==> src/rtl/disk_pio_pkg.sv <==
package disk_pio_pkg;
   localparam int STAT_W   = 18;
   localparam int ENG_W    = 8;     // posts for bits 16:9
   localparam int SB_ERR   = 17;
   localparam int SB_EHI   = 16;
   localparam int SB_ELO   = 10;
   localparam int SB_NXD   = 10;
   localparam int SB_ENGLO = 9;
   localparam int SB_PGE   = 8;
   localparam int SB_DONE  = 7;
   localparam int SB_ZHI   = 6;
   localparam int SB_ZLO   = 3;
   localparam int FNI_W    = 3;     // function + interrupt enable
   localparam int HI_NXD   = 3;     // nxd position in high-address read

   typedef enum logic [1:0] {
      FN_IDLE   = 2'd0,
      FN_RD     = 2'd1,
      FN_WR     = 2'd2,
      FN_VERIFY = 2'd3
   } xfer_fn_e;

   typedef struct packed {
      logic clr_all;
      logic clr_fn;
      logic xor_fn;
      logic rd_buf;
      logic rd_alo;
      logic rd_ahi;
      logic ld_buf;
      logic ld_alo;
      logic ld_ahi;
      logic go;
      logic clr_sta;
      logic rd_sta;
      logic pge;
   } pio_ops_t;
endpackage

==> src/rtl/pio_cmd_decode.sv <==
module pio_cmd_decode
   import disk_pio_pkg::*;
(
   input  logic [2:0] io_pulse,
   input  logic [1:0] io_sub,
   input  logic       io_dev,
   input  logic       busy,
   output pio_ops_t   ops
);
   logic g0, g1, g2, s1;
   logic cf_raw;

   always_comb begin
      g0     = io_pulse[0] & ~io_dev;
      g1     = io_pulse[1] & ~io_dev;
      g2     = io_pulse[2] & ~io_dev;
      s1     = io_pulse[1] &  io_dev;
      cf_raw = g0 & (io_sub == 2'd2);

      ops         = '0;
      ops.clr_all = g0 & (io_sub == 2'd1);
      ops.clr_fn  = cf_raw & ~busy;
      ops.rd_buf  = g1 & ~busy & (io_sub == 2'd0);
      ops.rd_alo  = g1 & ~busy & (io_sub == 2'd1);
      ops.xor_fn  = g1 & ~busy & (io_sub == 2'd2);
      ops.rd_ahi  = g1 & ~busy & (io_sub == 2'd3);
      ops.ld_buf  = g2 & ~busy & (io_sub == 2'd0);
      ops.ld_alo  = g2 & ~busy & (io_sub == 2'd1);
      ops.go      = g2 & ~busy & (io_sub == 2'd2);
      ops.ld_ahi  = g2 & ~busy & (io_sub == 2'd3);
      ops.clr_sta = s1 & ~busy & (io_sub == 2'd2);
      ops.rd_sta  = s1 & (io_sub == 2'd3);
      ops.pge     = busy & (cf_raw | g1 | g2 | (s1 & io_sub[1]));
   end
endmodule

==> src/rtl/pio_addr_buf.sv <==
module pio_addr_buf #(
   parameter int DATA_W = 18,
   parameter int ADDR_W = 21
) (
   input  logic              clk,
   input  logic              rst,
   input  logic              clr_all,
   input  logic              ld_buf,
   input  logic              ld_alo,
   input  logic              ld_ahi,
   input  logic [DATA_W-1:0] wr_data,
   input  logic [ADDR_W:0]   cap_words,
   output logic [DATA_W-1:0] buf_s1,
   output logic [ADDR_W-1:0] addr_s1,
   output logic              ned_hit
);
   localparam int HI_W = ADDR_W - DATA_W;

   logic [DATA_W-1:0] buf_q, buf_n;
   logic [ADDR_W-1:0] addr_q, addr_n;

   always_comb begin
      buf_s1  = clr_all ? '0 : buf_q;
      addr_s1 = clr_all ? '0 : addr_q;
      buf_n   = ld_buf ? wr_data : buf_s1;
      addr_n  = addr_s1;
      if (ld_alo) addr_n[DATA_W-1:0]      = wr_data;
      if (ld_ahi) addr_n[ADDR_W-1:DATA_W] = wr_data[HI_W-1:0];
      ned_hit = ld_ahi && ({1'b0, addr_n} >= cap_words);
   end

   always_ff @(posedge clk) begin
      if (rst) begin
         buf_q  <= '0;
         addr_q <= '0;
      end else begin
         buf_q  <= buf_n;
         addr_q <= addr_n;
      end
   end
endmodule

==> src/rtl/pio_status.sv <==
module pio_status
   import disk_pio_pkg::*;
(
   input  logic              clk,
   input  logic              rst,
   input  logic              clr_all,
   input  logic              clr_fn,
   input  logic              xor_fn,
   input  logic              clr_sta,
   input  logic              go,
   input  logic              pge,
   input  logic              ned_hit,
   input  logic [FNI_W-1:0]  wr_fn,
   input  logic [ENG_W-1:0]  eng_err,
   input  logic              eng_done,
   output logic [STAT_W-1:0] sta_q,
   output logic [STAT_W-1:0] sta_n,
   output logic              nxd_s1,
   output logic              go_ok
);
   logic [STAT_W-1:0] s;

   always_comb begin
      s = sta_q;
      s[SB_EHI:SB_ENGLO] = s[SB_EHI:SB_ENGLO] | eng_err;
      s[SB_DONE]         = s[SB_DONE] | eng_done;
      // stage: pulse bit 0
      if (clr_all) s = '0;
      if (clr_fn)  s[FNI_W-1:0] = '0;
      // stage: pulse bit 1
      if (xor_fn)  s[FNI_W-1:0] = s[FNI_W-1:0] ^ wr_fn;
      if (clr_sta) s = s & STAT_W'((1 << FNI_W) - 1);
      nxd_s1 = s[SB_NXD];
      // stage: pulse bit 2
      go_ok = go && (xfer_fn_e'(s[2:1]) != FN_IDLE);
      if (go)      s[SB_DONE] = 1'b0;
      if (ned_hit) s[SB_NXD]  = 1'b1;
      if (pge)     s[SB_PGE]  = 1'b1;
      s[SB_ZHI:SB_ZLO] = '0;
      s[SB_ERR]        = |s[SB_EHI:SB_ELO];
      sta_n = s;
   end

   always_ff @(posedge clk) begin
      if (rst) sta_q <= '0;
      else     sta_q <= sta_n;
   end
endmodule

==> src/rtl/disk_pio_regs.sv <==
module disk_pio_regs
   import disk_pio_pkg::*;
#(
   parameter int DATA_W = 18,
   parameter int ADDR_W = 21
) (
   input  logic              clk,
   input  logic              rst,
   input  logic [2:0]        io_pulse,
   input  logic [1:0]        io_sub,
   input  logic              io_dev,
   input  logic [DATA_W-1:0] io_wdata,
   input  logic              eng_busy,
   input  logic [ENG_W-1:0]  eng_err,
   input  logic              eng_done,
   input  logic [ADDR_W:0]   cap_words,
   output logic [DATA_W-1:0] io_rdata,
   output logic              io_skip,
   output logic              irq,
   output logic              xfer_start,
   output logic [1:0]        xfer_func
);
   localparam int HI_W  = ADDR_W - DATA_W;
   localparam int N_SRC = 4;

   if (DATA_W != STAT_W) begin : g_bad_data_w
      $error("DATA_W must match the status word width");
   end
   if (HI_W < 1 || HI_W > HI_NXD) begin : g_bad_addr_w
      $error("ADDR_W must exceed DATA_W by 1 to 3 bits");
   end

   pio_ops_t          ops;
   logic [DATA_W-1:0] buf_s1;
   logic [ADDR_W-1:0] addr_s1;
   logic              ned_hit, nxd_s1, go_ok;
   logic [STAT_W-1:0] sta_q, sta_n;
   logic              start_q;

   pio_cmd_decode u_dec (
      .io_pulse(io_pulse), .io_sub(io_sub), .io_dev(io_dev),
      .busy(eng_busy), .ops(ops)
   );

   pio_addr_buf #(.DATA_W(DATA_W), .ADDR_W(ADDR_W)) u_ab (
      .clk(clk), .rst(rst), .clr_all(ops.clr_all),
      .ld_buf(ops.ld_buf), .ld_alo(ops.ld_alo), .ld_ahi(ops.ld_ahi),
      .wr_data(io_wdata), .cap_words(cap_words),
      .buf_s1(buf_s1), .addr_s1(addr_s1), .ned_hit(ned_hit)
   );

   pio_status u_st (
      .clk(clk), .rst(rst), .clr_all(ops.clr_all), .clr_fn(ops.clr_fn),
      .xor_fn(ops.xor_fn), .clr_sta(ops.clr_sta), .go(ops.go),
      .pge(ops.pge), .ned_hit(ned_hit), .wr_fn(io_wdata[FNI_W-1:0]),
      .eng_err(eng_err), .eng_done(eng_done),
      .sta_q(sta_q), .sta_n(sta_n), .nxd_s1(nxd_s1), .go_ok(go_ok)
   );

   // read sources, OR-combined
   logic [DATA_W-1:0] hi_val;
   logic [DATA_W-1:0] src [N_SRC];
   logic [N_SRC-1:0]  sel;
   logic [DATA_W-1:0] acc [N_SRC+1];

   always_comb begin
      hi_val                 = '0;
      hi_val[HI_W-1:0]       = addr_s1[ADDR_W-1:DATA_W];
      hi_val[HI_NXD]         = nxd_s1;
   end

   assign src[0] = buf_s1;
   assign src[1] = addr_s1[DATA_W-1:0];
   assign src[2] = hi_val;
   assign src[3] = sta_n;
   assign sel    = {ops.rd_sta, ops.rd_ahi, ops.rd_alo, ops.rd_buf};
   assign acc[0] = '0;

   for (genvar i = 0; i < N_SRC; i++) begin : g_rd
      assign acc[i+1] = acc[i] | (sel[i] ? src[i] : '0);
   end
   assign io_rdata = acc[N_SRC];

   always_ff @(posedge clk) begin
      if (rst) start_q <= 1'b0;
      else     start_q <= go_ok;
   end

   assign xfer_start = start_q;
   assign xfer_func  = sta_q[2:1];
   assign io_skip    = sta_q[SB_ERR] | sta_q[SB_DONE];
   assign irq        = io_skip & sta_q[0];
endmodule

==> config.mk <==
export PLATFORM = sky130hd
export DESIGN_NAME = disk_pio_regs
export DESIGN_NICKNAME = d
export VERILOG_FILES = /design/src/rtl/disk_pio_pkg.sv /design/src/rtl/pio_cmd_decode.sv /design/src/rtl/pio_addr_buf.sv /design/src/rtl/pio_status.sv /design/src/rtl/disk_pio_regs.sv
export SDC_FILE = /design/constraint.sdc
export NUM_CORES = 1
export LEC_CHECK = 0
export ABC_AREA = 1
export BUFFER_PORTS_ARGS = -buffer_cell sky130_fd_sc_hd__buf_4
export CORE_MARGIN = 3
export CORE_UTILIZATION = 58
export CTS_CLUSTER_SIZE = 12
export DETAILED_ROUTE_END_ITERATION = 6
export GPL_TIMING_DRIVEN = 0
export PLACE_DENSITY_LB_ADDON = 0.05
export SETUP_SLACK_MARGIN = 0.5
export SYNTH_ARGS = -nofsm -noshare
export SYNTH_HDL_FRONTEND = slang
export SYNTH_SLANG_ARGS = --single-unit
==> constraint.sdc <==
create_clock -name clk -period 4.37 [get_ports clk]
set_input_delay 0.2185 -clock clk [delete_from_list [all_inputs] [get_ports clk]]
set_output_delay 0.2185 -clock clk [all_outputs]
set_load 0.05 [all_outputs]
==> flow_summary.toml <==
[critical_path]
cpMostUsedCell = "nand2_1"
critPathBufInv = 5
cpPeakStageDelay_ps = 380
slowest_stage = "clkbuf_1"
crit_family = "simple AND/OR/NAND/NOR gates"
end_kind = "output port"
critPathKind = "input pin to output port"
start_kind = "input pin"
cp.arrival_ps = 2940
cp_max_fo = 10
crit_required_ps = 4150
path_cells = "buf_4 > nor2_1 > nand2_1 > inv_1 > nand2_1 > inv_2 > clkbuf_1 > a21oi_1 > ha_1 > nand2_1 > nor2_1 > nand2_1 > nor2_1 > o21ai_0 > nand3_1 > nand2_1 > nand3_1 > nand2_1 > nand2_1 > buf_4"

[yosys]
yosys.cell_types.count = 35
synth_xor_area_share_pct = 0.7830
async_reset_ff_share_pct = 0
synth_most_common_cell = "nand2_1"
seq_area_frac_synth_pct = 32.21
synth.area.mux_share_pct = 0
synthAdderAreaFrac_pct = 7.830
synth_simple_gate_area_share_pct = 23.60
synth_top_family_by_area = "simple AND/OR/NAND/NOR gates"
syn_nets = 584
synth-main-ff-cell = "dfxtp_1"
yosys.area.top_type = "dfxtp_1"
yosysWarnings = 0
synth_top_area_share_pct = 32.21
ys_top_cells_by_area = "dfxtp_1 32%, nand2_1 13%, inv_1 10%"
synth_top_cells_by_count = "119 x nand2_1, 92 x inv_1, 54 x dfxtp_1"
syn_inst = 505
synth-compound-area-share_pct = 21.55
avgSynthCellArea_um2 = 6.645
synth-seq-cells = 54
synth_area_mm2 = 0.003356
synth_edf_count = 0

[floorplan]
initial_utilization_pct = 60.57
core_mm2 = 0.005540
fp.dieH_um = 82.07
row_count = 27
dieArea_mm2 = 0.006735
die-width_um = 82.07
io_pins = 81

[cts]
clk_pin_slew_ps = 100
cts-root-buf = "clkbuf_8"
post-cts-setup-buffers = 0
cts_buffer_depth = 2
worstSkewPairLatency_ps = 320
cts_tree = "built"
cts_resized = 0
cts_buffers = 5
cts_htree_levels = 2
clock-sinks = 54
ctsHoldBuffers = 0

[drt]
avgViaCountPerCell = 5.453
firstDrtPassIters = 5
drtIter0Drc = 332
wirelength_um = 9456
drc = 0
routed-via-count = 3610
ant_nets = 0
wire_per_inst_um = 14.28

[power]
power_mw = 1.044
p_leak_nw = 2.121
power_density_mw_per_mm2 = 252.3
ir_drop_mv = 0.1369

[timing]
worstMarginPinSlew_ps = 592.2
fin_crit_sh_pct = 72.29
max_slew_margin_pct = 60.52
rsz0062_at_grt = "no"
slew_violations = 0
setup_tns_ps = 0
fin_crit_ps = 3159
fmax_mhz = 316.5
setup_viol = 0
hold_viol_final = 0
fin_worst_skew_ps = 4.157

[status]
status = "finished, final reports clean"

[grt]
grt_use_total_pct = 29.05
grt_max_degree = 17
grt_overflow = 0
antenna_found_initial = 0
grt_pass1_vias = 3317
grt_pass1_wl_um = 14980

[placement]
dp_hpwl_um = 7297
place_congestion = 0.8851
io_buffers = 78

[min_path]
hold_path.class = "input pin to flip-flop"

[finish]
area_growth_pct = 23.34
nNetsFinal = 669
n_antenna_cell = 0
drive_above_1_share_pct = 19.15
fillers = 494

[flow_run]
drv_cap = 0
[state kept, by name, indices dropped and copies added (netlist names)]
| register | flops |
|---|---|
| u_ab.buf_q | 18 |
| xfer_start | 1 |
| u_ab.addr_q | 21 |
| u_st.sta_q | 14 |
[per-layer routing]
layer	GRT usage, %	vias up	wire, um
met3	3.618	22	745
met1	37.51	1609	3958
met2	49.84	174	4538
met5	0	-	0
li1	-	1805	-
met4	9.635	0	213
[power by group]
group	internal, mW	total, mW	switching, mW
registers	0.507	0.512	0.00465
clock network	0.169	0.342	0.173
logic	0.0772	0.191	0.114
total	0.753	1.04	0.291
[worst reg2reg max path, cell delays in order, from the launching register on]
cell and delay, ps:
dfxtp_1 340, inv_1 50, o21ai_0 230, inv_1 100
a21oi_1 180, ha_1 260, nand2_1 60, nor2_1 40
nand2_1 60, nand2_1 40, o21ai_0 140, nand3_1 140
nand2_1 130, nand3_1 100, nand2_1 80, inv_1 40
[path summary, 6_finish.rpt]
kind / slack (ps) / startpoint / to / cells after the start
max: 1210 / io_dev / io_rdata[17] / 20
min: 150 / eng_err[7] / u_st.sta_q[16] / 3
max reg2reg: 2300 / u_ab.addr_q[2] / u_st.sta_q[17] / 15
min reg2reg: 480 / u_ab.buf_q[10] / u_ab.buf_q[10] / 2
[through the flow]
stage	area [um^2]	utilization (%)	setup slack, ps	hold slack, ps	cells
global route	4139	74.71	883.8	144.8	662
global placement	4031	72.76	1317	452.2	655
CTS	4139	74.71	1235	150.1	662
finish	4139	74.71	1211	147.4	662
detailed placement	4031	72.76	1252	460.3	655
floorplan	3356	-	1743	370.6	505
[layout make-up]
cell class	count	area, um^2	area share, %
Buffer	25	117.6	2.842
Clock inverter	2	38.79	0.9371
Timing Repair Buffer	78	585.6	14.15
Sequential cell	54	1081	26.12
Multi-Input combinational cell	332	1804	43.59
Inverter	94	352.8	8.525
Tap cell	72	90.09	2.177
Clock buffer	5	68.82	1.663
[layout by cell type (no fill, tap or decap), types with 2 or more instances in the layout]
| cell type | n |
|---|---|
| clkbuf_8 | 5 |
| dfxtp_1 | 54 |
| or2_2 | 5 |
| clkbuf_1 | 14 |
| o21ai_0 | 28 |
| nand2_1 | 119 |
| a211oi_1 | 20 |
| nor3_2 | 2 |
| inv_1 | 92 |
| o221ai_1 | 9 |
| nand3_1 | 17 |
| o21ai_1 | 2 |
| o22ai_1 | 3 |
| o31ai_1 | 2 |
| a31oi_1 | 2 |
| xnor2_1 | 3 |
| o221a_2 | 3 |
| buf_4 | 80 |
| ha_1 | 21 |
| nand4_1 | 2 |
| inv_2 | 2 |
| buf_2 | 7 |
| nor2_1 | 36 |
| a21oi_1 | 48 |
[kinds of logic after synthesis]
kind of cell    after synthesis
compound gates              120
flops                        54
xor+xnor                      3
buf+inv                     119
fa+ha+maj                    21
simple gates                188
Power figures use the tool's default switching activity.
